File: src/rtl/nic_pkg.sv
// Shared types for the nested interrupt level controller.
// Assumes 2-bit levels; level 0 and level 3 are never serviced.
package nic_pkg;
    localparam int LVL_W = 2;
    localparam logic [LVL_W-1:0] LVL_IDLE = 2'b11;
    localparam logic [LVL_W-1:0] LVL_MASK = 2'b00;

    typedef struct packed {
        logic             ie;
        logic [LVL_W-1:0] il;
    } nic_status_t;
endpackage

File: src/rtl/nic_arbiter.sv
// Qualifies each request against the live status and picks one winner.
// Winner: lowest level number, then lowest index. Purely combinational.
// Assumes NUM_SRC >= 2.
module nic_arbiter
    import nic_pkg::*;
#(
    parameter int NUM_SRC = 4,
    parameter int SRC_W   = $clog2(NUM_SRC)
) (
    input  logic [NUM_SRC-1:0]       req,
    input  logic [LVL_W*NUM_SRC-1:0] lvl,
    input  nic_status_t              cur,
    output logic                     any_win,
    output logic [SRC_W-1:0]         win_idx,
    output logic [LVL_W-1:0]         win_lvl
);
    logic [NUM_SRC-1:0] qual;

    // Per-source qualification: enabled, legal level, strictly more urgent.
    for (genvar g = 0; g < NUM_SRC; g++) begin : g_qual
        localparam int LO = g * LVL_W;
        assign qual[g] = req[g] && cur.ie
                         && (lvl[LO +: LVL_W] != LVL_MASK)
                         && (lvl[LO +: LVL_W] != LVL_IDLE)
                         && (lvl[LO +: LVL_W] < cur.il);
    end

    // Selection scan: a strict compare keeps the lowest index on a tie.
    always_comb begin
        any_win = 1'b0;
        win_idx = '0;
        win_lvl = LVL_IDLE;
        for (int i = 0; i < NUM_SRC; i++) begin
            if (qual[i] && (lvl[i*LVL_W +: LVL_W] < win_lvl)) begin
                any_win = 1'b1;
                win_idx = i[SRC_W-1:0];
                win_lvl = lvl[i*LVL_W +: LVL_W];
            end
        end
    end
endmodule

File: src/rtl/nic_stack.sv
// LIFO of saved status words. Push and pop are never requested together;
// the caller guarantees push only when not full and pop only when not empty.
module nic_stack
    import nic_pkg::*;
#(
    parameter int DEPTH = 4
) (
    input  logic        clk,
    input  logic        rst_n,
    input  logic        push,
    input  logic        pop,
    input  nic_status_t push_data,
    output nic_status_t top_data,
    output logic        full,
    output logic        empty
);
    localparam int CNT_W = $clog2(DEPTH + 1);
    localparam int PTR_W = (DEPTH > 1) ? $clog2(DEPTH) : 1;
    localparam logic [CNT_W-1:0] ONE   = 1;
    localparam logic [CNT_W-1:0] LIMIT = DEPTH[CNT_W-1:0];

    nic_status_t      mem [DEPTH];
    logic [CNT_W-1:0] cnt;
    logic [CNT_W-1:0] cnt_m1;

    assign cnt_m1   = cnt - ONE;
    assign full     = (cnt == LIMIT);
    assign empty    = (cnt == '0);
    assign top_data = mem[cnt_m1[PTR_W-1:0]];

    // Occupancy counter.
    always_ff @(posedge clk) begin
        if (!rst_n)    cnt <= '0;
        else if (push) cnt <= cnt + ONE;
        else if (pop)  cnt <= cnt_m1;
    end

    // Entry storage; contents need no reset because the counter gates reads.
    always_ff @(posedge clk) begin
        if (push) mem[cnt[PTR_W-1:0]] <= push_data;
    end
endmodule

File: src/rtl/nest_irq_ctrl.sv
// Nested interrupt level controller top.
// Holds the live enable flag and level, arbitrates requests each cycle,
// saves/restores status through a LIFO. Priority per cycle:
// return strobe, then software write, then request acceptance.
// Assumes requests are cleared by the peripheral, not here.
module nest_irq_ctrl
    import nic_pkg::*;
#(
    parameter int NUM_SRC     = 4,
    parameter int STACK_DEPTH = 4
) (
    input  logic                       clk,
    input  logic                       rst_n,
    input  logic [NUM_SRC-1:0]         irq_req,
    input  logic [2*NUM_SRC-1:0]       irq_lvl,
    input  logic                       ccr_wr,
    input  logic                       ccr_ie_in,
    input  logic [1:0]                 ccr_il_in,
    input  logic                       ret_strobe,
    output logic                       take,
    output logic [$clog2(NUM_SRC)-1:0] take_src,
    output logic                       ccr_ie,
    output logic [1:0]                 ccr_il,
    output logic                       stk_err
);
    localparam int SRC_W = $clog2(NUM_SRC);

    nic_status_t      cur;
    nic_status_t      saved;
    logic             any_win;
    logic [SRC_W-1:0] win_idx;
    logic [LVL_W-1:0] win_lvl;
    logic             stk_full;
    logic             stk_empty;
    logic             do_pop;
    logic             do_push;
    logic             err_nxt;
    logic             cand;

    nic_arbiter #(.NUM_SRC(NUM_SRC), .SRC_W(SRC_W)) arb_i (
        .req     (irq_req),
        .lvl     (irq_lvl),
        .cur     (cur),
        .any_win (any_win),
        .win_idx (win_idx),
        .win_lvl (win_lvl)
    );

    nic_stack #(.DEPTH(STACK_DEPTH)) stk_i (
        .clk       (clk),
        .rst_n     (rst_n),
        .push      (do_push),
        .pop       (do_pop),
        .push_data (cur),
        .top_data  (saved),
        .full      (stk_full),
        .empty     (stk_empty)
    );

    // Command decode: commands suppress acceptance in their cycle.
    always_comb begin
        cand    = any_win && !ret_strobe && !ccr_wr;
        do_pop  = ret_strobe && !stk_empty;
        do_push = cand && !stk_full;
        err_nxt = (ret_strobe && stk_empty) || (cand && stk_full);
    end

    // Live status register update.
    always_ff @(posedge clk) begin
        if (!rst_n) begin
            cur.ie <= 1'b0;
            cur.il <= LVL_IDLE;
        end else if (do_pop) begin
            cur <= saved;
        end else if (ccr_wr && !ret_strobe) begin
            cur.ie <= ccr_ie_in;
            cur.il <= ccr_il_in;
        end else if (do_push) begin
            cur.il <= win_lvl;
        end
    end

    // Registered take strobe, source index and error pulse.
    always_ff @(posedge clk) begin
        if (!rst_n) begin
            take     <= 1'b0;
            take_src <= '0;
            stk_err  <= 1'b0;
        end else begin
            take     <= do_push;
            take_src <= do_push ? win_idx : '0;
            stk_err  <= err_nxt;
        end
    end

    assign ccr_ie = cur.ie;
    assign ccr_il = cur.il;
endmodule

File: config.mk
export PLATFORM = sky130hd
export DESIGN_NAME = nest_irq_ctrl
export DESIGN_NICKNAME = d
export VERILOG_FILES = /design/src/rtl/nic_pkg.sv /design/src/rtl/nic_arbiter.sv /design/src/rtl/nic_stack.sv /design/src/rtl/nest_irq_ctrl.sv
export SDC_FILE = /design/constraint.sdc
export NUM_CORES = 1
export LEC_CHECK = 0
export ABC_AREA = 0
export ABC_CLOCK_PERIOD_IN_PS = 8400
export BUFFER_PORTS_ARGS = -buffer_cell sky130_fd_sc_hd__buf_4
export CORE_UTILIZATION = 59
export DETAILED_ROUTE_END_ITERATION = 10
export PLACE_DENSITY = 0.84
export SLEW_MARGIN = 10
export SYNTH_ARGS = -nofsm -noshare
export SYNTH_HDL_FRONTEND = slang
export SYNTH_SLANG_ARGS = --single-unit
File: constraint.sdc
create_clock -name clk -period 8.4 [get_ports clk]
set_input_delay 0.42 -clock clk [delete_from_list [all_inputs] [get_ports clk]]
set_output_delay 0.42 -clock clk [all_outputs]
set_load 0.1 [all_outputs]
# After elaboration in Yosys (flattened, before gate mapping)
# Memory sizes are Yosys's and may differ from the RTL's.
# Cells that the tools add are included.
[op_classes]
magnitude_cmp = 8
n_mux = 19
add_sub_neg = 2
eq_ne = 5
n_reduce_logical = 41
[ops]
columns = ["cell", "count"]
rows = [
  ["$logic_and A1 B1 Y1", 27],
  ["$mux W2", 8],
  ["$lt A2 B2 Y1", 7],
  ["$reduce_bool A2 Y1", 6],
  ["$mux W3", 3],
  ["$mux W1", 8],
  ["$ne A2 B2 Y1 const B", 4],
  ["$logic_not A1 Y1", 4],
  ["$add A3 B1 Y3 const B", 1],
  ["$eq A3 B3 Y1 const B", 1],
  ["$logic_not A3 Y1", 1],
  ["$reduce_bool A3 Y1", 1],
  ["$sub A3 B1 Y3 const B", 1],
  ["$lt A2 B2 Y1 const B", 1],
  ["$reduce_and A2 Y1", 1],
  ["$logic_or A1 B1 Y1", 1],
]
[totals]
input_bits = 19
mem_count = 1
output_inout_bits = 7
regBits = 10
wordCells = 82
ram_bits = 12
[memory_table]
columns = ["memory", "depth", "word_bits", "read_ports", "rd_ports_with_merged_regs", "wr", "line", "source"]
rows = [
  ["stk_i.mem", 4, 3, 1, 0, 1, "nic_stack.sv:22", "nic_status_t mem [DEPTH];"],
]

# Longest topological paths before layout
[depth]
ltp_word = 21
ltp_mapped = 19
depth_no_buf = 19

# Modules after synthesis
# A second synthesis with hierarchy kept.
[hier_totals]
hier_cells = 139
area_unflattened_um2 = 1505.2
[by_module_without_submodules]
columns = ["module", "cells_each", "area_each_um2", "instances", "seq_area_each_um2"]
rows = [
  ["nic_stack", 45, 693.2, 1, 420.4],
  ["nic_arbiter", 59, 460.4, 1, 0.0],
  ["nest_irq_ctrl", 35, 351.6, 1, 140.1],
]

# Worst setup path after synthesis
# OpenSTA, ideal clock, no wires.
[synth_timing]
kind = "register -> register"
startpoint = "register, netlist name ccr_il[1]"
endpoint = "memory stk_i.mem[1][0] (netlist name) (enable)"
t_arrival_ns = 4.492
setup_ns = 0.303
required_time_ns = 8.097
path_buffers = 0
path_stages_with_launch = 17
synth_period_minus_slack_ns = 4.795
path_slack_ns = 3.605
path_cell_list = "dfxtp_1 > inv_1 > ha_1 > or3b_1 > o21ai_0 > ha_1 > nand4bb_1 > nor2_1 > and2_2 > a31oi_2 > mux2_4 > ha_1 > and4bb_1 > nand4_1 > a211oi_2 > o21a_2 > and2_1"
[synth_via]
elab_chain_cells = 18
elab_cells_between_ends = 27
classes_between = "order compare (7); mux (9); reduce/logical (11)"
[synth_rtl]
columns = ["element", "line", "source"]
rows = [
  ["$lt A2 B2 Y1", "nic_arbiter.sv:25", "&& (lvl[LO +: LVL_W] < cur.il);"],
  ["$logic_and A1 B1 Y1", "nic_arbiter.sv:25", ""],
  ["$logic_and A1 B1 Y1", "nic_arbiter.sv:34", "if (qual[i] && (lvl[i*LVL_W +: LVL_W] < win_lvl)) begin"],
  ["$mux W2", "nic_arbiter.sv:34", ""],
  ["$lt A2 B2 Y1", "nic_arbiter.sv:34", ""],
  ["$logic_and A1 B1 Y1", "nic_arbiter.sv:34", ""],
  ["$mux W2", "nic_arbiter.sv:34", ""],
  ["$lt A2 B2 Y1", "nic_arbiter.sv:34", ""],
  ["$logic_and A1 B1 Y1", "nic_arbiter.sv:34", ""],
  ["$mux W2", "nic_arbiter.sv:34", ""],
  ["$lt A2 B2 Y1", "nic_arbiter.sv:34", ""],
  ["$logic_and A1 B1 Y1", "nic_arbiter.sv:34", ""],
  ["$mux W1 *", "nic_arbiter.sv:34", ""],
  ["$logic_and A1 B1 Y1 * (2 in a row)", "nest_irq_ctrl.sv:62", "cand = any_win && !ret_strobe && !ccr_wr;"],
  ["$logic_and A1 B1 Y1 *", "nest_irq_ctrl.sv:64", "do_push = cand && !stk_full;"],
  ["$mux W1 *", "nic_stack.sv:40", "if (push) mem[cnt[PTR_W-1:0]] <= push_data;"],
  ["$mux W1 (implied by the code) *", "nic_stack.sv:40", ""],
  ["end: declaration", "nic_stack.sv:22", ""],
]
# Every way passes the cells marked *; elsewhere a longest branch is shown, timed or not.

# Worst setup path in the final report
[layout_timing]
startpoint = "register, netlist name ccr_il[1]"
endpoint = "memory stk_i.mem[3][1] (netlist name) (enable)"
[layout_via]
elab_chain_cells = 18
elab_cells_between_ends = 27
classes_between = "order compare (7); mux (9); reduce/logical (11)"
[layout_rtl]
columns = ["element", "line"]
rows = [
  ["$lt A2 B2 Y1", "nic_arbiter.sv:25"],
  ["$logic_and A1 B1 Y1", "nic_arbiter.sv:25"],
  ["$logic_and A1 B1 Y1", "nic_arbiter.sv:34"],
  ["$mux W2", "nic_arbiter.sv:34"],
  ["$lt A2 B2 Y1", "nic_arbiter.sv:34"],
  ["$logic_and A1 B1 Y1", "nic_arbiter.sv:34"],
  ["$mux W2", "nic_arbiter.sv:34"],
  ["$lt A2 B2 Y1", "nic_arbiter.sv:34"],
  ["$logic_and A1 B1 Y1", "nic_arbiter.sv:34"],
  ["$mux W2", "nic_arbiter.sv:34"],
  ["$lt A2 B2 Y1", "nic_arbiter.sv:34"],
  ["$logic_and A1 B1 Y1", "nic_arbiter.sv:34"],
  ["$mux W1 *", "nic_arbiter.sv:34"],
  ["$logic_and A1 B1 Y1 * (2 in a row)", "nest_irq_ctrl.sv:62"],
  ["$logic_and A1 B1 Y1 *", "nest_irq_ctrl.sv:64"],
  ["$mux W1 *", "nic_stack.sv:40"],
  ["$mux W1 (implied by the code) *", "nic_stack.sv:40"],
]
# Marks and branches as above.

==> flow_summary.ini <==
[pwr]
p_seq_share_pct = 39.6
ir_drop_mv = 0.157
p_sw_uw = 169
clkPwrFrac_pct = 12.4
p_leak_uw = 0.000683
power_density_mw_per_mm2 = 227
comb_power_share_pct = 48.0
internal-power_uw = 217
sw_frac_of_total_pct = 43.8

[cts]
h-tree-depth = 1
cts.sinks = 22
postCtsSetupBuffers = 0
clock_latency_ns = 0.31
cts_buffer_depth = 2
root_buffer = clkbuf_4
cts_buffers = 3
postCtsHoldBufs = 0
cts_tree = built
path_clk_slew_ns = 0.12
post_cts_resized = 0

[grt]
antenna_found_initial = 0
grt_usage_pct = 26.2
grt_pass1_vias = 1154
grt_pass1_wl_um = 5080
grt_start_max_net_pins = 13
grt-ovfl-total = 0

[sta]
fmax_mhz = 222
rsz0062_at_grt = no
period_share_pct = 53.7
drv_slew = 0
min_period_ns = 4.51
timing.hold.ws_ns = 0.375
clock_skew_ns = 0.00495
slew_headroom_pct = 66.6
tightest_slew_ns = 0.501
final-hold-violation-count = 0
setup_viol = 0
setup_tns_ns = 0

[drt]
vias_per_cell = 6.23
num_vias = 1215
drtIter0Drc = 40
wl_met1_um = 1350
top_layer_used = met4
routedWlPerCell_um = 16.3
wirelength_um = 3190
wl_met2_um = 1620
wl_met3_um = 128
final_antenna_net_count = 0
drc = 0
first_pass_iters = 4

[yosys]
synth_nets = 169
yosys-top-cells-area = edfxtp_1 25%, dfxtp_1 14%, ha_1 9.5%
synth_ff_type = edfxtp_1
synth_cell_types = 55
syn_area_mm2 = 0.00145
yosysSeqAreaShare_pct = 38.6
async_reset_ff_share_pct = 0
postSynthAreaPerCell_um2 = 10.5
netlist.area_leader.share_pct = 24.8
synth_area_leader_cell = edfxtp_1
syn-instance-count = 139
synth_edf_count = 12
yosysWarnings = 0
yosys_register_bits = 22

[worst_setup_path]
start_kind = flop
max_stage_delay_ns = 0.44
path_common_cell = ha_1
path_class = flop to flop
rr_worst_depth = 16
reg2reg_slack_ns = 3.89
worstReg2RegStart = ccr_il[1]
critPathArrivalTime_ns = 4.53
slowest_stage = dfxtp_1
critPathMaxFanout = 7
r2r-end = stk_i.mem[3][1]
required_ns = 8.42
crit_path_end_kind = flop
cp_cell_sequence = inv_1 > ha_1 > or3b_1 > o21ai_0 > ha_1 > nand4bb_1 > nor2_1 > and2_2 > a31oi_2 > mux2_4 > ha_1 > and4bb_1 > nand4_1 > a211oi_2 > o21a_2 > and2_1

[floorplan]
core-area_mm2 = 0.00228
start_util_pct = 63.8
placementRows = 17
boundaryPins = 26
die_x_um = 51.6
die_y_um = 51.6
design.die.area_mm2 = 0.00266

[cells_and_area]
fin_nets = 198
antennaDiodeCount = 0
drive_gt1_share_pct = 25.7
syn_to_final_growth_pct = 16.8
fill_cells = 164

[min_path]
hold_end = ccr_il[0]
min_from = rst_n
whs_path_depth = 2
min_path_type = primary input to flop

[job]
cap_violations = 0

[placed_design]
io_buffer_count = 25
dp_hpwl_um = 2500
gp_congestion = 0.875

[status]
status = completed
==> metrics by stage <==
| step | power (uW) | setup slack, ns | std cells | utilization [%] | instance area, um2 |
|---|---|---|---|---|---|
| 2_1_floorplan | 292 | 3.60 | 139 | - | 1450 |
| 4_1_cts | 384 | 3.94 | 195 | 74.5 | 1700 |
| 3_5_place_dp | 338 | 3.95 | 191 | 73.4 | 1670 |
| 6_report | 386 | 3.89 | 195 | 74.5 | 1700 |
| 5_1_grt | 407 | 3.59 | 195 | 74.5 | 1700 |
| 3_3_place_gp | 335 | 4.09 | 191 | 73.4 | 1670 |
==> cells in the mapped netlist (all sizes together), types with 2 or more instances <==
cell type	number
mux4	3
o22ai	2
nor3	5
mux2i	2
a211oi	4
nor3b	2
a21oi	5
o31ai	3
o21ai	6
inv	10
a31oi	3
and2	5
nand3b	2
a22oi	2
o2bb2ai	2
edfxtp	12
dfxtp	10
nand2b	6
nor2	11
and2b	2
ha	11
nand2	6
==> critical path: cells and delay by family (launching register included) <==
kind,cells,cell delay (ns)
AO/OA/AOI/OAI,4,1.09
buffers and inverters,1,0.12
multiplexers,1,0.34
adder cells (fa/ha/maj),3,0.73
flip-flops,1,0.44
AND/OR/NAND/NOR,7,1.51
==> cell type report <==
type                            instances  area [um2]  area share [%]
Inverter                               10        37.5            2.21
Multi-Input combinational cell        106         850            50.1
Clock inverter                          1        3.75           0.221
Clock buffer                            3        22.5            1.33
Tap cell                               28        35.0            2.06
Timing Repair Buffer                   25         188            11.1
Sequential cell                        22         561            33.0
==> metal layers <==
metal  vias up  global-route usage, %
met3        13                   3.80
met1       559                   30.4
li1        598                      -
met4         0                   11.3
met5         -                      0
met2        45                   47.4
==> cells in the final DEF (no fill, tap or decap), drive strengths merged, types with 3 or more instances in the layout <==
master	instances
mux4	3
nor2	11
nand2	6
a211oi	4
a21oi	5
and2	5
edfxtp	12
a31oi	3
o31ai	3
nor3	5
buf	25
inv	10
clkbuf	3
ha	11
nand2b	6
o21ai	6
dfxtp	10
==> sequential cells by signal, summed over array words and instances, names as in the netlist <==
name,flops
stk_i.mem,12
take,1
ccr_ie,1
ccr_il,2
stk_i.cnt,3
take_src,2
stk_err,1
==> power groups by stage <==
stage | Sequential, uW | Combinational, uW | Clock [uW]
finish | 153 | 185 | 47.7
global route | 155 | 200 | 52.0
CTS | 152 | 184 | 48.3
detailed placement | 155 | 183 | 0
global placement | 154 | 181 | 0
floorplan | 190 | 102 | 0
==> worst max-delay path by stage <==
stage	startpoint	to	slack, ns	depth (start not counted)
2_1_floorplan	ccr_il[1]	stk_i.mem[1][0]	3.60	16
3_3_place_gp	irq_lvl[1]	stk_i.mem[3][1]	4.09	17
3_5_place_dp	irq_lvl[1]	stk_i.mem[3][1]	3.95	16
4_1_cts	ccr_il[1]	stk_i.mem[3][0]	3.94	16
5_1_grt	ccr_il[1]	stk_i.mem[3][1]	3.59	17
6_report	ccr_il[1]	stk_i.mem[3][1]	3.89	16
==> cell families (layout without fill, tap and decap cells) <==
family	Yosys count	in the layout	share of synthesized area (%)
AOI/OAI and AO/OA	37	37	19.7
adders and majority gates	11	11	9.47
buffers and inverters	11	39	2.93
DFF	22	22	38.6
muxes	6	6	7.06
and+or+nand+nor	52	52	22.2
(Power assumes the default switching activity.)
